**config.mk**
```make
export PLATFORM = sky130hd
export DESIGN_NAME = rfilt2_shared
export DESIGN_NICKNAME = d
export VERILOG_FILES = /design/src/rtl/rfilt2_shared.sv
export SDC_FILE = /design/constraint.sdc
export NUM_CORES = 1
export LEC_CHECK = 0
export BUFFER_PORTS_ARGS = -buffer_cell sky130_fd_sc_hd__buf_2
export CAP_MARGIN = 0
export CORE_AREA = 4 4 93 95
export CTS_CLUSTER_DIAMETER = 60
export CTS_CLUSTER_SIZE = 8
export DETAILED_ROUTE_END_ITERATION = 8
export DIE_AREA = 0 0 97 99
export PLACE_DENSITY = 0.84
export SLEW_MARGIN = 20
export SYNTH_ARGS = -nofsm -noshare
export SYNTH_HDL_FRONTEND = slang
export SYNTH_SLANG_ARGS = --single-unit
```
**constraint.sdc**
```tcl
create_clock -name clk -period 5.4 [get_ports clk]
set_clock_uncertainty 0.2 [all_clocks]
set_input_delay 1.08 -clock clk [delete_from_list [all_inputs] [get_ports clk]]
set_output_delay 1.08 -clock clk [all_outputs]
set_load 0.02 [all_outputs]
```
**src/rtl/rfilt2_shared.sv**
```systemverilog
module rfilt2_shared #(
  parameter int W = 8,
  parameter int STEPS = 8
) (
  input  logic         clk,
  input  logic         rst,
  input  logic         start,
  input  logic [W-1:0] x_in,
  input  logic [W-1:0] k_fb,
  input  logic [W-1:0] k_ofs,
  input  logic [W-1:0] k_out,
  output logic [W-1:0] y_out,
  output logic         done
);
  localparam int SW = $clog2(STEPS);
  localparam logic [SW-1:0] LAST = SW'(STEPS - 1);

  logic          busy;
  logic [SW-1:0] step;
  logic [W-1:0]  t1, t2, r_a, r_b, r_c, y_acc;
  logic [W-1:0]  add_a, add_b, mul_a, mul_b, sum, prod;
  logic [2*W-1:0] mul_full;

  always_comb begin
    add_a = '0;
    add_b = '0;
    mul_a = '0;
    mul_b = '0;
    if (!busy) begin
      add_a = x_in;
      add_b = t2;
    end else begin
      case (step)
        SW'(1): begin mul_a = r_a; mul_b = k_fb; end
        SW'(2): begin add_a = r_b; add_b = t2; end
        SW'(3): begin add_a = r_a; add_b = r_c; end
        SW'(4): begin add_a = r_c; add_b = t1; mul_a = r_b; mul_b = k_out; end
        SW'(5): begin add_a = r_a; add_b = k_ofs; end
        SW'(6): begin add_a = r_b; add_b = t1; end
        SW'(7): begin add_a = r_c; add_b = r_a; end
        default: ;
      endcase
    end
  end

  assign sum      = add_a + add_b;
  assign mul_full = mul_a * mul_b;
  assign prod     = mul_full[W-1:0];

  always_ff @(posedge clk) begin
    if (rst) begin
      busy  <= 1'b0;
      step  <= '0;
      t1    <= '0;
      t2    <= '0;
      r_a   <= '0;
      r_b   <= '0;
      r_c   <= '0;
      y_acc <= '0;
      y_out <= '0;
      done  <= 1'b0;
    end else begin
      done <= 1'b0;
      if (!busy) begin
        if (start) begin
          r_a  <= sum;
          busy <= 1'b1;
          step <= SW'(1);
        end
      end else begin
        case (step)
          SW'(1): r_b <= prod;
          SW'(2): r_c <= sum;
          SW'(3): r_b <= sum;
          SW'(4): begin r_a <= sum; y_acc <= prod; end
          SW'(5): r_b <= sum;
          SW'(6): r_c <= sum;
          default: ;
        endcase
        if (step == LAST) begin
          t2    <= sum;
          t1    <= r_c;
          y_out <= y_acc;
          done  <= 1'b1;
          busy  <= 1'b0;
          step  <= '0;
        end else begin
          step <= step + SW'(1);
        end
      end
    end
  end

  p_done_single_r4: assert property (@(posedge clk) disable iff (rst)
    done |=> !done);
  p_done_after_last_r3: assert property (@(posedge clk) disable iff (rst)
    (busy && step == LAST) |=> (done && !busy));
  p_start_ignored_r6: assert property (@(posedge clk) disable iff (rst)
    (busy && step != LAST) |=> (busy && !done));
  p_state_held_r2: assert property (@(posedge clk) disable iff (rst)
    (busy && step != LAST) |=> ($stable(t1) && $stable(t2)));
  p_y_held_r5: assert property (@(posedge clk) disable iff (rst)
    !(busy && step == LAST) |=> $stable(y_out));
  p_reset_idle_r7: assert property (@(posedge clk)
    rst |=> (!busy && !done && t1 == '0 && t2 == '0 && y_out == '0));
endmodule

```
==> metrics.txt, run 1 <==
# TYPE chip_impl_metric gauge
chip_impl_metric{name="layout-drive-gt1-share",unit=""} 0.1903
chip_impl_info{name="cts_tree",value="built"} 1
chip_impl_metric{name="postRouteAntennaNets",unit=""} 0
chip_impl_metric{name="fmax",unit="GHz"} 0.1911
chip_impl_metric{name="detail_route.iter0.violations",unit=""} 412
chip_impl_info{name="synth.top_cells.by_area",value="sky130_fd_sc_hd__dfxtp_1, sky130_fd_sc_hd__ha_1, sky130_fd_sc_hd__nand2_1, sky130_fd_sc_hd__fa_1, sky130_fd_sc_hd__a22o_1"} 1
chip_impl_metric{name="slew_viol_final",unit=""} 0
chip_impl_metric{name="cts_max_path_buffers",unit=""} 2
chip_impl_metric{name="grt_start_max_net_pins",unit=""} 40
chip_impl_metric{name="synth.net_count",unit=""} 578
chip_impl_metric{name="io-pin-count",unit=""} 44
chip_impl_metric{name="arrival",unit="ps"} 5310
chip_impl_metric{name="synth_enable_flop_cells",unit=""} 0
chip_impl_info{name="path_class",value="input pin to register"} 1
chip_impl_metric{name="dpl_cell_area",unit="mm2"} 0.004531
chip_impl_metric{name="clock_insertion_delay_worst_skew",unit="ps"} 350
chip_impl_metric{name="slew_headroom",unit=""} 0.4486
chip_impl_info{name="synth_top_flop_cell",value="sky130_fd_sc_hd__dfxtp_1"} 1
chip_impl_metric{name="p_per_area",unit="mW/mm2"} 218.4
chip_impl_metric{name="wire_length_of_the_first_global_routing_pass",unit="um"} 19300
chip_impl_metric{name="syn-cell-area",unit="mm2"} 0.004131
chip_impl_metric{name="timing.critical_path.fanout_max",unit=""} 2
chip_impl_metric{name="half_perimeter_wire_length_after_detailed_placement",unit="um"} 8647
chip_impl_metric{name="grt_antenna_before_repair",unit=""} 0
chip_impl_metric{name="floorplan.initialDensity",unit=""} 0.5347
chip_impl_metric{name="share_seq_of_total_power",unit=""} 0.451
chip_impl_info{name="status",value="finished, final reports clean"} 1
chip_impl_metric{name="synth_area_per_cell",unit="um2"} 8.246
chip_impl_metric{name="max-cap-violations",unit=""} 0
chip_impl_metric{name="cts_htree_levels",unit=""} 3
chip_impl_metric{name="global_route_total_usage_across_every_layer",unit=""} 0.2470
chip_impl_metric{name="detail_route.vias_per_cell",unit=""} 6.170
chip_impl_metric{name="routabilityCongestion",unit=""} 0.9241
chip_impl_metric{name="finalHoldViolCount",unit=""} 0
chip_impl_metric{name="p_sw_frac",unit=""} 0.2672
chip_impl_metric{name="placeableCoreArea",unit="mm2"} 0.007727
chip_impl_metric{name="port_buffers",unit=""} 43
chip_impl_metric{name="worst-endpoint-required",unit="ps"} 5470
chip_impl_metric{name="cts.sinks",unit=""} 61
chip_impl_info{name="largest_area_contributor_in_the_synthesized_netlist",value="sky130_fd_sc_hd__dfxtp_1"} 1
chip_impl_metric{name="final.period_utilization",unit=""} 0.9691
chip_impl_metric{name="cts.clk_slew.worst_paths",unit="ps"} 70
chip_impl_metric{name="die_y",unit="um"} 99
chip_impl_metric{name="floorplan.rows",unit=""} 32
chip_impl_metric{name="share_comb_of_total_power",unit=""} 0.126
chip_impl_metric{name="yosys.area.top_type_share",unit=""} 0.2956
chip_impl_metric{name="cts_made_buffers",unit=""} 9
chip_impl_info{name="crit_path_end_kind",value="register"} 1
chip_impl_metric{name="ir_drop",unit="uV"} 174.9
chip_impl_metric{name="globalRouteOverflowTotal",unit=""} 0
chip_impl_info{name="timing.critical_path.cells",value="buf_2, and4_1, a41oi_1, or2_2, fa_1, inv_1, ha_1, fa_1, inv_1, fa_1, xnor2_1, xnor3_1, xnor2_2, xnor3_1, xnor3_1, nand3_1, a31oi_1"} 1
chip_impl_metric{name="die-area",unit="mm2"} 0.009603
chip_impl_info{name="crit_slowest_cell",value="sky130_fd_sc_hd__fa_1"} 1
chip_impl_metric{name="netlist-cell-type-count",unit=""} 56
chip_impl_metric{name="async_flop_share",unit=""} 0
chip_impl_metric{name="fillCellCount",unit=""} 680
chip_impl_metric{name="post_detailed_route_drc_marker_count",unit=""} 0
chip_impl_metric{name="post_synth_inst_count",unit=""} 501
chip_impl_metric{name="final_period_minus_worst_setup_slack",unit="ps"} 5233
chip_impl_metric{name="synth-seq-cells",unit=""} 61
chip_impl_metric{name="final_area",unit="mm2"} 0.004802
chip_impl_metric{name="finalSetupTns",unit="ps"} 0
chip_impl_metric{name="post_drt_wl_per_cell",unit="um"} 17.76
chip_impl_metric{name="synth-warning-count",unit=""} 0
chip_impl_metric{name="wirelength",unit="um"} 11700
chip_impl_info{name="worstHoldPathType",value="register to register"} 1
chip_impl_metric{name="antenna_diode_count",unit=""} 0
chip_impl_metric{name="clock_power_share",unit=""} 0.424
chip_impl_metric{name="report.final.setup_viol",unit=""} 0
chip_impl_metric{name="final_core_util",unit=""} 0.6214
chip_impl_metric{name="power_leakage",unit="nW"} 2.073
chip_impl_metric{name="synth_seq_area_share",unit=""} 0.2956
chip_impl_metric{name="cell_internal_power_dissipation",unit="W"} 0.0007684
chip_impl_metric{name="switching_power",unit="W"} 0.0002801
chip_impl_metric{name="area_delta_synth_final",unit="%"} 16.23
chip_impl_metric{name="tightest_slew",unit="ps"} 824.0
chip_impl_metric{name="final_nets",unit=""} 629
chip_impl_metric{name="num_vias",unit=""} 4066
chip_impl_info{name="start_kind",value="input pin"} 1
chip_impl_metric{name="grt_pass1_vias",unit=""} 4060
chip_impl_info{name="cts_root_buf",value="sky130_fd_sc_hd__clkbuf_8"} 1
chip_impl_metric{name="die_w",unit="um"} 97
chip_impl_metric{name="drt_pre_antenna_iters",unit=""} 6
chip_impl_metric{name="cp_slowest_stage_delay",unit="ps"} 540
## stage by stage
stage               hold WS (ps)  total power, W  worst slack [ps]  std cells
floorplan                  225.4       0.0005534             81.38        501
global placement           242.0       0.0005982            -99.64        642
detailed placement         250.5       0.0006030            -240.0        642
CTS                        259.8        0.001044             93.51        658
global route               288.8        0.001084            -22.25        659
finish                     258.3        0.001049             167.0        659
## metal layers
layer | up-vias | share of wire | global-route usage
li1 | 1882 | - | -
met1 | 1937 | 0.41 | 0.3044
met2 | 207 | 0.48 | 0.4130
met3 | 40 | 0.082 | 0.04388
met4 | 0 | 0.029 | 0.1296
met5 | - | 0 | 0
## final timing paths
| path | start | endpoint | slack, ps | cells after the start |
|---|---|---|---|---|
| worst max-delay path | k_out[4] | r_b[7]$_SDFFE_PP0P_ | 170 | 17 |
| worst min-delay path | y_acc[3]$_SDFFE_PP0P_ | y_acc[3]$_SDFFE_PP0P_ | 260 | 2 |
| worst max register to register | step[0]$_SDFFE_PP0P_ | r_b[7]$_SDFFE_PP0P_ | 270 | 18 |
| worst min register to register | y_acc[3]$_SDFFE_PP0P_ | y_acc[3]$_SDFFE_PP0P_ | 260 | 2 |
## cell type report
type | instances | area [um2] | share of cell area
clock buffers | 10 | 127.6 | 0.02658
repair buffers | 69 | 420.4 | 0.08755
inverters | 36 | 135.1 | 0.02814
multi-input cells | 375 | 2683 | 0.5586
well taps | 102 | 127.6 | 0.02658
clock inverters | 6 | 86.33 | 0.01798
flip-flops and latches | 61 | 1222 | 0.2546
## placed cells by master, fill, tap and decap left out, types with 9 or more instances in the layout
master	n
sky130_fd_sc_hd__nor2_1	53
sky130_fd_sc_hd__a22o_1	29
sky130_fd_sc_hd__buf_4	24
sky130_fd_sc_hd__inv_1	31
sky130_fd_sc_hd__nand3_1	15
sky130_fd_sc_hd__buf_2	44
sky130_fd_sc_hd__a222oi_1	12
sky130_fd_sc_hd__nand2_1	74
sky130_fd_sc_hd__ha_1	27
sky130_fd_sc_hd__clkbuf_8	9
sky130_fd_sc_hd__dfxtp_1	60
sky130_fd_sc_hd__a21oi_1	42
sky130_fd_sc_hd__xnor2_1	9
sky130_fd_sc_hd__fa_1	13
## cells in the mapped netlist, drive strengths merged (12+ instances only)
| master | count |
|---|---|
| clkbuf | 15 |
| buf | 14 |
| nand2 | 74 |
| nand3 | 15 |
| a21oi | 43 |
| inv | 36 |
| fa | 13 |
| ha | 29 |
| a222oi | 12 |
| nor2 | 53 |
| dfxtp | 61 |
| a22o | 29 |
## worst max-delay path, delay by kind of cell
| family | cells | cell delay [ps] |
|---|---|---|
| AO/OA/AOI/OAI | 2 | 250 |
| AND/OR/NAND/NOR | 3 | 610 |
| adder cells (fa/ha/maj) | 4 | 1790 |
| XOR/XNOR | 5 | 1400 |
| buffers and inverters | 3 | 170 |
## power groups by stage
| stage | sequential [W] | clock [W] | combinational, W |
|---|---|---|---|
| 2_1_floorplan | 0.000475 | 0 | 0.0000782 |
| 3_3_place_gp | 0.000481 | 0 | 0.000118 |
| 3_5_place_dp | 0.000481 | 0 | 0.000122 |
| 4_1_cts | 0.000471 | 0.000450 | 0.000124 |
| 5_1_grt | 0.000473 | 0.000469 | 0.000143 |
| 6_report | 0.000472 | 0.000444 | 0.000132 |
## registers in the layout, indices dropped and copies added (netlist names)
register,count
t1,8
y_out,8
step,3
t2,8
r_c,8
busy,1
r_b,8
r_a,8
y_acc,8
done,1
## logic make-up after synthesis
kind of cell / Yosys count / share of synthesized area
and+or+nand+nor: 181 / 0.1987
AOI/OAI and AO/OA: 133 / 0.2338
buffers and inverters: 65 / 0.06844
DFF: 61 / 0.2956
adders and majority gates: 42 / 0.1508
xor gates and xnor gates: 18 / 0.04997
muxes: 1 / 0.002725
## timing repair
action | in CTS | in global routing
setup buffers | 0 | 1
endpoints found under the setup margin | 1 | 2
hold buffers | 0 | 0
gates cloned | 0 | 0
pin swaps | 0 | 2
resized for setup | 2 | 6
(Power assumes the default switching activity.)
==> run 2: changes to the inputs <==
clock period = 4.4 ns   (was 5.4 ns; I/O delays follow)
==> run 2 against run 1 <==
  * The flow now finishes with violations (negative setup slack)
  * Via count up 8.0%
  * Non-clock buffer count up 67
  * Register-to-register slack worse by 650 ps
  * Combinational power up 70%
  * Setup slack got worse by 550 ps
  * Clock-buffer cell count unchanged
  * Total power is 24% higher
  * Largest cell class unchanged
  * Highest routed layer unchanged
==> metrics.txt, run 2 (synthesized netlist as in run 1, its figures left out) <==
# TYPE chip_impl_metric gauge
chip_impl_metric{name="ctsHoldBuffers",unit=""} 0
chip_impl_metric{name="sequential_cell_area",unit="mm2"} 0.001226
chip_impl_info{name="crit_path_end_kind",value="register"} 1
chip_impl_metric{name="clock_insertion_delay_worst_skew",unit="ps"} 350
chip_impl_metric{name="grt_start_max_net_pins",unit=""} 37
chip_impl_info{name="status",value="complete, but fails checks"} 1
chip_impl_metric{name="final_nets",unit=""} 696
chip_impl_metric{name="wirelength",unit="um"} 13630
chip_impl_metric{name="cts_htree_levels",unit=""} 3
chip_impl_metric{name="grt_pass1_vias",unit=""} 4484
chip_impl_metric{name="final_period_minus_worst_setup_slack",unit="ps"} 4779
chip_impl_metric{name="grt_antenna_before_repair",unit=""} 0
chip_impl_info{name="worstHoldPathType",value="register to register"} 1
chip_impl_metric{name="area_delta_synth_final",unit="%"} 34.92
chip_impl_info{name="cts_tree",value="built"} 1
chip_impl_metric{name="die_w",unit="um"} 97
chip_impl_metric{name="met3WireLength",unit="um"} 1171
chip_impl_metric{name="reg2regPathDepth",unit=""} 20
chip_impl_metric{name="placeableCoreArea",unit="mm2"} 0.007727
chip_impl_metric{name="postRouteAntennaNets",unit=""} 0
chip_impl_metric{name="cts_max_path_buffers",unit=""} 2
chip_impl_metric{name="num_vias",unit=""} 4390
chip_impl_metric{name="ir_drop",unit="uV"} 206.9
chip_impl_metric{name="setup.reg_to_reg.worst_slack",unit="ps"} -380
chip_impl_metric{name="placed_cells",unit=""} 690
chip_impl_metric{name="max-cap-violations",unit=""} 0
chip_impl_metric{name="global_route_total_usage_across_every_layer",unit=""} 0.2822
chip_impl_metric{name="detail_route.vias_per_cell",unit=""} 6.047
chip_impl_metric{name="final.period_utilization",unit=""} 1.086
chip_impl_metric{name="hold_path_depth",unit=""} 2
chip_impl_info{name="final_cell_mix",value="sky130_fd_sc_hd__buf_4, sky130_fd_sc_hd__nand2_1, sky130_fd_sc_hd__dfxtp_1"} 1
chip_impl_info{name="path_class",value="register to register"} 1
chip_impl_metric{name="die_y",unit="um"} 99
chip_impl_metric{name="floorplan.initialDensity",unit=""} 0.5347
chip_impl_metric{name="routabilityCongestion",unit=""} 0.9531
chip_impl_info{name="start_kind",value="register"} 1
chip_impl_info{name="cts_root_buf",value="sky130_fd_sc_hd__clkbuf_8"} 1
chip_impl_metric{name="timing.critical_path.fanout_max",unit=""} 7
chip_impl_metric{name="drt-met1-wl",unit="um"} 5147
chip_impl_metric{name="tightest_slew",unit="ps"} 900.2
chip_impl_metric{name="fmax",unit="GHz"} 0.2092
chip_impl_metric{name="multiInputGateArea",unit="mm2"} 0.002927
chip_impl_metric{name="port_buffers",unit=""} 43
chip_impl_metric{name="cp_slowest_stage_delay",unit="ps"} 550
chip_impl_info{name="maxUsedRoutingLayer",value="met4"} 1
chip_impl_metric{name="slew_viol_final",unit=""} 0
chip_impl_metric{name="layout-drive-gt1-share",unit=""} 0.3462
chip_impl_metric{name="globalRouteOverflowTotal",unit=""} 0
chip_impl_info{name="timing.critical_path.cells",value="inv_4, ha_4, buf_6, and4_4, a41oi_4, nor2_2, ha_2, fa_1, ha_1, inv_2, fa_1, inv_2, fa_2, a21o_1, a21oi_2, xnor2_1, xnor3_1, xnor3_1, nand3_1, a31oi_1"} 1
chip_impl_metric{name="antenna_diode_count",unit=""} 0
chip_impl_metric{name="report.final.setup_viol",unit=""} 4
chip_impl_metric{name="post_drt_wl_per_cell",unit="um"} 18.78
chip_impl_metric{name="finalHoldViolCount",unit=""} 0
chip_impl_metric{name="io-pin-count",unit=""} 44
chip_impl_metric{name="post_detailed_route_drc_marker_count",unit=""} 0
chip_impl_metric{name="dpl_worst_slack",unit="ps"} -731.4
chip_impl_metric{name="cts_made_buffers",unit=""} 9
chip_impl_metric{name="final_core_util",unit=""} 0.7213
chip_impl_metric{name="worst-endpoint-required",unit="ps"} 4480
chip_impl_info{name="grt_setup_unrepaired",value="yes"} 1
chip_impl_metric{name="power_leakage",unit="nW"} 2.379
chip_impl_metric{name="fin_cells",unit=""} 726
chip_impl_metric{name="wire_length_of_the_first_global_routing_pass",unit="um"} 21870
chip_impl_metric{name="floorplan.rows",unit=""} 32
chip_impl_info{name="crit_slowest_cell",value="sky130_fd_sc_hd__fa_1"} 1
chip_impl_info{name="failed_checks",value="negative setup slack"} 1
chip_impl_metric{name="power",unit="W"} 0.001297
chip_impl_metric{name="detail_route.iter0.violations",unit=""} 507
chip_impl_metric{name="cts.sinks",unit=""} 61
chip_impl_metric{name="p_per_area",unit="mW/mm2"} 232.7
chip_impl_metric{name="arrival",unit="ps"} 4860
chip_impl_metric{name="drt_pre_antenna_iters",unit=""} 6
chip_impl_metric{name="die-area",unit="mm2"} 0.009603
chip_impl_metric{name="slew_headroom",unit=""} 0.3977
chip_impl_info{name="layout.cells.most_common",value="sky130_fd_sc_hd__buf_4"} 1
chip_impl_metric{name="fillCellCount",unit=""} 555
chip_impl_metric{name="dr_wl_met2",unit="um"} 6825
chip_impl_metric{name="half_perimeter_wire_length_after_detailed_placement",unit="um"} 9451
chip_impl_metric{name="post-route-worst-setup-slack",unit="ps"} -379.4
chip_impl_metric{name="cts.clk_slew.worst_paths",unit="ps"} 70
[run 2: layout make-up]
| cell class | count | share of cell area |
|---|---|---|
| Multi-Input combinational cell | 375 | 0.5250 |
| Sequential cell | 61 | 0.2200 |
| Timing Repair Buffer | 136 | 0.1726 |
| Inverter | 36 | 0.02514 |
| Clock buffer | 10 | 0.02290 |
| Tap cell | 102 | 0.02290 |
| Clock inverter | 6 | 0.01145 |
[run 2: per-layer routing]
metal,vias up,global-route usage
met5,-,0
met4,0,0.1231
met3,43,0.05025
met2,267,0.4910
met1,2066,0.3421
li1,2014,-
[run 2: repair_timing]
action	4_1_cts	5_1_grt
buffers inserted	12	9
resized for setup	43	18
endpoints found under the setup margin	5	6
pin swaps	24	15
gates cloned	0	0
[run 2: power by group]
part / internal [W] / leakage (nW) / switching (W) / total (W)
Combinational: 0.0000998 / 1.79 / 0.000125 / 0.000225
Clock: 0.000260 / 0.0923 / 0.000235 / 0.000495
Sequential: 0.000563 / 0.495 / 0.0000130 / 0.000576
Total: 0.000923 / 2.38 / 0.000374 / 0.00130
[run 2: path summary, 6_finish.rpt]
path	startpoint	end
worst min register to register	y_acc[4]$_SDFFE_PP0P_	y_acc[4]$_SDFFE_PP0P_
worst min-delay path	y_acc[4]$_SDFFE_PP0P_	y_acc[4]$_SDFFE_PP0P_
worst max-delay path	step[0]$_SDFFE_PP0P_	r_b[7]$_SDFFE_PP0P_
worst max register to register	step[0]$_SDFFE_PP0P_	r_b[7]$_SDFFE_PP0P_
[run 2: per-stage QoR]
stage          area (um2)  hold WS, ps  TNS [ps]
2_1_floorplan        4229        225.4    -652.5
3_3_place_gp         4969        245.5     -1882
3_5_place_dp         4969        247.2     -2361
4_1_cts              5433        257.7    -749.6
5_1_grt              5574        277.6     -1570
6_report             5574        256.7    -895.4
[run 2: critical path, delay by kind of cell, from the launching register on]
| kind | cells | cell delay [ps] |
|---|---|---|
| simple gates | 3 | 340 |
| fa+ha+maj | 6 | 2090 |
| xor+xnor | 3 | 630 |
| flops | 1 | 380 |
| compound gates | 4 | 770 |
| buf+inv | 4 | 280 |
==> run 3: changes to the inputs <==
CORE_AREA = 4 4 123 125   (was 4 4 93 95)
DIE_AREA = 0 0 127 129   (was 0 0 97 99)
PLACE_DENSITY = 0.55   (was 0.84)
==> run 3 against run 2 <==
  * The flow still finishes with violations (negative setup slack)
  * Register-to-register slack worse by 170 ps
  * Clock-buffer cell count fell by 1
  * Via count decreased by 1.8%
  * Sequential power about the same
  * Largest power group is now clock
==> metrics.txt, run 3 (synthesized netlist as in run 1, its figures left out) <==
# TYPE chip_impl_metric gauge
chip_impl_info{name="status",value="complete, but fails checks"} 1
chip_impl_info{name="failed_checks",value="negative setup slack"} 1
chip_impl_metric{name="cts_max_path_buffers",unit=""} 2
chip_impl_metric{name="fillCellCount",unit=""} 1407
chip_impl_info{name="final_cell_mix",value="sky130_fd_sc_hd__buf_4, sky130_fd_sc_hd__nand2_1, sky130_fd_sc_hd__dfxtp_1"} 1
chip_impl_info{name="path_class",value="register to register"} 1
chip_impl_metric{name="die-area",unit="mm2"} 0.01638
chip_impl_info{name="layout.cells.most_common",value="sky130_fd_sc_hd__buf_4"} 1
chip_impl_metric{name="cts.clk_slew.worst_paths",unit="ps"} 60
chip_impl_metric{name="die_w",unit="um"} 127
chip_impl_info{name="capture_point_of_the_worst_reg_to_reg_path",value="r_b[7]$_SDFFE_PP0P_"} 1
chip_impl_metric{name="detail_route.vias_per_cell",unit=""} 5.198
chip_impl_metric{name="timing.critical_path.fanout_max",unit=""} 8
chip_impl_info{name="worstHoldPathType",value="register to register"} 1
chip_impl_metric{name="cts_made_buffers",unit=""} 9
chip_impl_metric{name="cts_htree_levels",unit=""} 3
chip_impl_metric{name="post_drt_wl_per_cell",unit="um"} 16.71
chip_impl_metric{name="slew_viol_final",unit=""} 0
chip_impl_metric{name="hold_path_depth",unit=""} 2
chip_impl_info{name="grt_setup_unrepaired",value="yes"} 1
chip_impl_metric{name="worst-endpoint-required",unit="ps"} 4460
chip_impl_metric{name="global_route_total_usage_across_every_layer",unit=""} 0.1734
chip_impl_metric{name="fmax",unit="GHz"} 0.2020
chip_impl_metric{name="placeableCoreArea",unit="mm2"} 0.01388
chip_impl_metric{name="grt_antenna_before_repair",unit=""} 0
chip_impl_metric{name="power_leakage",unit="nW"} 2.521
chip_impl_metric{name="post_detailed_route_drc_marker_count",unit=""} 0
chip_impl_metric{name="final_period_minus_worst_setup_slack",unit="ps"} 4951
chip_impl_metric{name="tightest_slew",unit="ps"} 897.2
chip_impl_metric{name="die_y",unit="um"} 129
chip_impl_metric{name="io-pin-count",unit=""} 44
chip_impl_metric{name="postRouteAntennaNets",unit=""} 0
chip_impl_metric{name="finalSetupTns",unit="ps"} -1352
chip_impl_metric{name="cts.sinks",unit=""} 61
chip_impl_metric{name="setup.reg_to_reg.worst_slack",unit="ps"} -550
chip_impl_info{name="cts_tree",value="built"} 1
chip_impl_metric{name="final_area",unit="mm2"} 0.005829
chip_impl_metric{name="layout-drive-gt1-share",unit=""} 0.3636
chip_impl_info{name="worst_r2r_startpoint",value="step[1]$_SDFFE_PP0P_"} 1
chip_impl_metric{name="slew_headroom",unit=""} 0.4019
chip_impl_info{name="start_kind",value="register"} 1
chip_impl_metric{name="grt_pass1_vias",unit=""} 4429
chip_impl_metric{name="max-cap-violations",unit=""} 0
chip_impl_metric{name="globalRouteOverflowTotal",unit=""} 0
chip_impl_metric{name="grt_start_max_net_pins",unit=""} 37
chip_impl_metric{name="area_delta_synth_final",unit="%"} 41.10
chip_impl_metric{name="p_per_area",unit="mW/mm2"} 249.8
chip_impl_metric{name="wirelength",unit="um"} 13850
chip_impl_info{name="hold_path_startpoint",value="y_acc[3]$_SDFFE_PP0P_"} 1
chip_impl_info{name="crit_slowest_cell",value="sky130_fd_sc_hd__xnor3_1"} 1
chip_impl_metric{name="ir_drop",unit="uV"} 222.8
chip_impl_metric{name="antenna_diode_count",unit=""} 0
chip_impl_info{name="critical_path_most_common_cell",value="sky130_fd_sc_hd__buf_4"} 1
chip_impl_info{name="cts_root_buf",value="sky130_fd_sc_hd__clkbuf_16"} 1
chip_impl_metric{name="reg2regPathDepth",unit=""} 31
chip_impl_metric{name="wire_length_of_the_first_global_routing_pass",unit="um"} 22650
chip_impl_metric{name="floorplan.rows",unit=""} 43
chip_impl_metric{name="post-route-worst-setup-slack",unit="ps"} -550.8
chip_impl_metric{name="drt_pre_antenna_iters",unit=""} 6
chip_impl_metric{name="cp_slowest_stage_delay",unit="ps"} 420
chip_impl_metric{name="half_perimeter_wire_length_after_detailed_placement",unit="um"} 9869
chip_impl_metric{name="routabilityCongestion",unit=""} 0.8973
chip_impl_metric{name="power",unit="W"} 0.001456
chip_impl_metric{name="finalHoldViolCount",unit=""} 0
chip_impl_metric{name="detail_route.iter0.violations",unit=""} 294
chip_impl_metric{name="dpl_worst_slack",unit="ps"} -737.8
chip_impl_metric{name="final_nets",unit=""} 721
chip_impl_metric{name="final.period_utilization",unit=""} 1.125
chip_impl_metric{name="report.final.setup_viol",unit=""} 4
chip_impl_metric{name="ctsHoldBuffers",unit=""} 0
chip_impl_info{name="holdPathEnd",value="y_acc[3]$_SDFFE_PP0P_"} 1
chip_impl_metric{name="num_vias",unit=""} 4309
chip_impl_info{name="crit_path_end_kind",value="register"} 1
chip_impl_metric{name="port_buffers",unit=""} 43
chip_impl_metric{name="dpl_cell_area",unit="mm2"} 0.005051
chip_impl_metric{name="floorplan.initialDensity",unit=""} 0.2976
chip_impl_metric{name="arrival",unit="ps"} 5010
chip_impl_metric{name="whs",unit="ps"} 259.0
chip_impl_metric{name="clock_insertion_delay_worst_skew",unit="ps"} 330
==> run 3: cell count changes in the layout (fill, tap and decap cells not counted), moves of 6 or more <==
cell	before	now
sky130_fd_sc_hd__buf_4	80	111
sky130_fd_sc_hd__clkbuf_16	0	9
sky130_fd_sc_hd__buf_6	13	7
sky130_fd_sc_hd__clkbuf_8	9	0
==> run 3: report_power, final <==
part           internal, W  leakage (nW)  total [W]  switching (W)
Sequential        0.000564         0.494   0.000575      0.0000110
Combinational     0.000102          1.89   0.000222       0.000121
Clock             0.000382         0.132   0.000659       0.000277
Total              0.00105          2.52    0.00146       0.000408
==> run 3: timing repair <==
action                     4_1_cts  5_1_grt
setup buffers                   43        4
resized for setup               25       14
cloned                           0        0
pin swaps                       15       20
setup endpoints to repair        6        6
==> run 3: worst max-delay path by stage <==
stage	start	end	slack [ps]	cells past startpoint
2_1_floorplan	k_fb[2]	r_b[7]$_SDFFE_PP0P_	-340	17
3_3_place_gp	k_out[4]	r_b[7]$_SDFFE_PP0P_	-630	19
3_5_place_dp	step[0]$_SDFFE_PP0P_	r_b[7]$_SDFFE_PP0P_	-740	21
4_1_cts	step[1]$_SDFFE_PP0P_	r_b[7]$_SDFFE_PP0P_	-530	21
5_1_grt	step[0]$_SDFFE_PP0P_	y_acc[7]$_SDFFE_PP0P_	-690	21
6_report	step[1]$_SDFFE_PP0P_	r_b[7]$_SDFFE_PP0P_	-550	31
==> run 3: critical path, delay by kind of cell (launching register included) <==
kind	cells	cell delay [ps]
buf+inv	23	2760
xor+xnor	3	830
compound gates	2	420
flops	1	320
simple gates	2	210
fa+ha+maj	1	130
==> run 3: cell type report <==
class,instances,area (um2),area share
Sequential cell,61,1224,0.2099
Multi-Input combinational cell,375,2841,0.4874
Timing Repair Buffer,161,1127,0.1934
Inverter,36,135.1,0.02318
Clock inverter,7,51.30,0.008800
Clock buffer,9,225.2,0.03863
Tap cell,180,225.2,0.03863
==> run 3: metal layers <==
| layer | up-vias | track usage | part of all wire |
|---|---|---|---|
| li1 | 2072 | - | - |
| met1 | 2083 | 0.2166 | 0.44 |
| met2 | 138 | 0.2942 | 0.49 |
| met3 | 16 | 0.03944 | 0.055 |
| met4 | 0 | 0.06246 | 0.013 |
| met5 | - | 0 | 0 |
==> run 3: metrics by stage <==
stage | utilization | instances
floorplan | - | 501
global placement | 0.3639 | 766
detailed placement | 0.3639 | 766
CTS | 0.4137 | 825
global route | 0.4200 | 829
finish | 0.4200 | 829
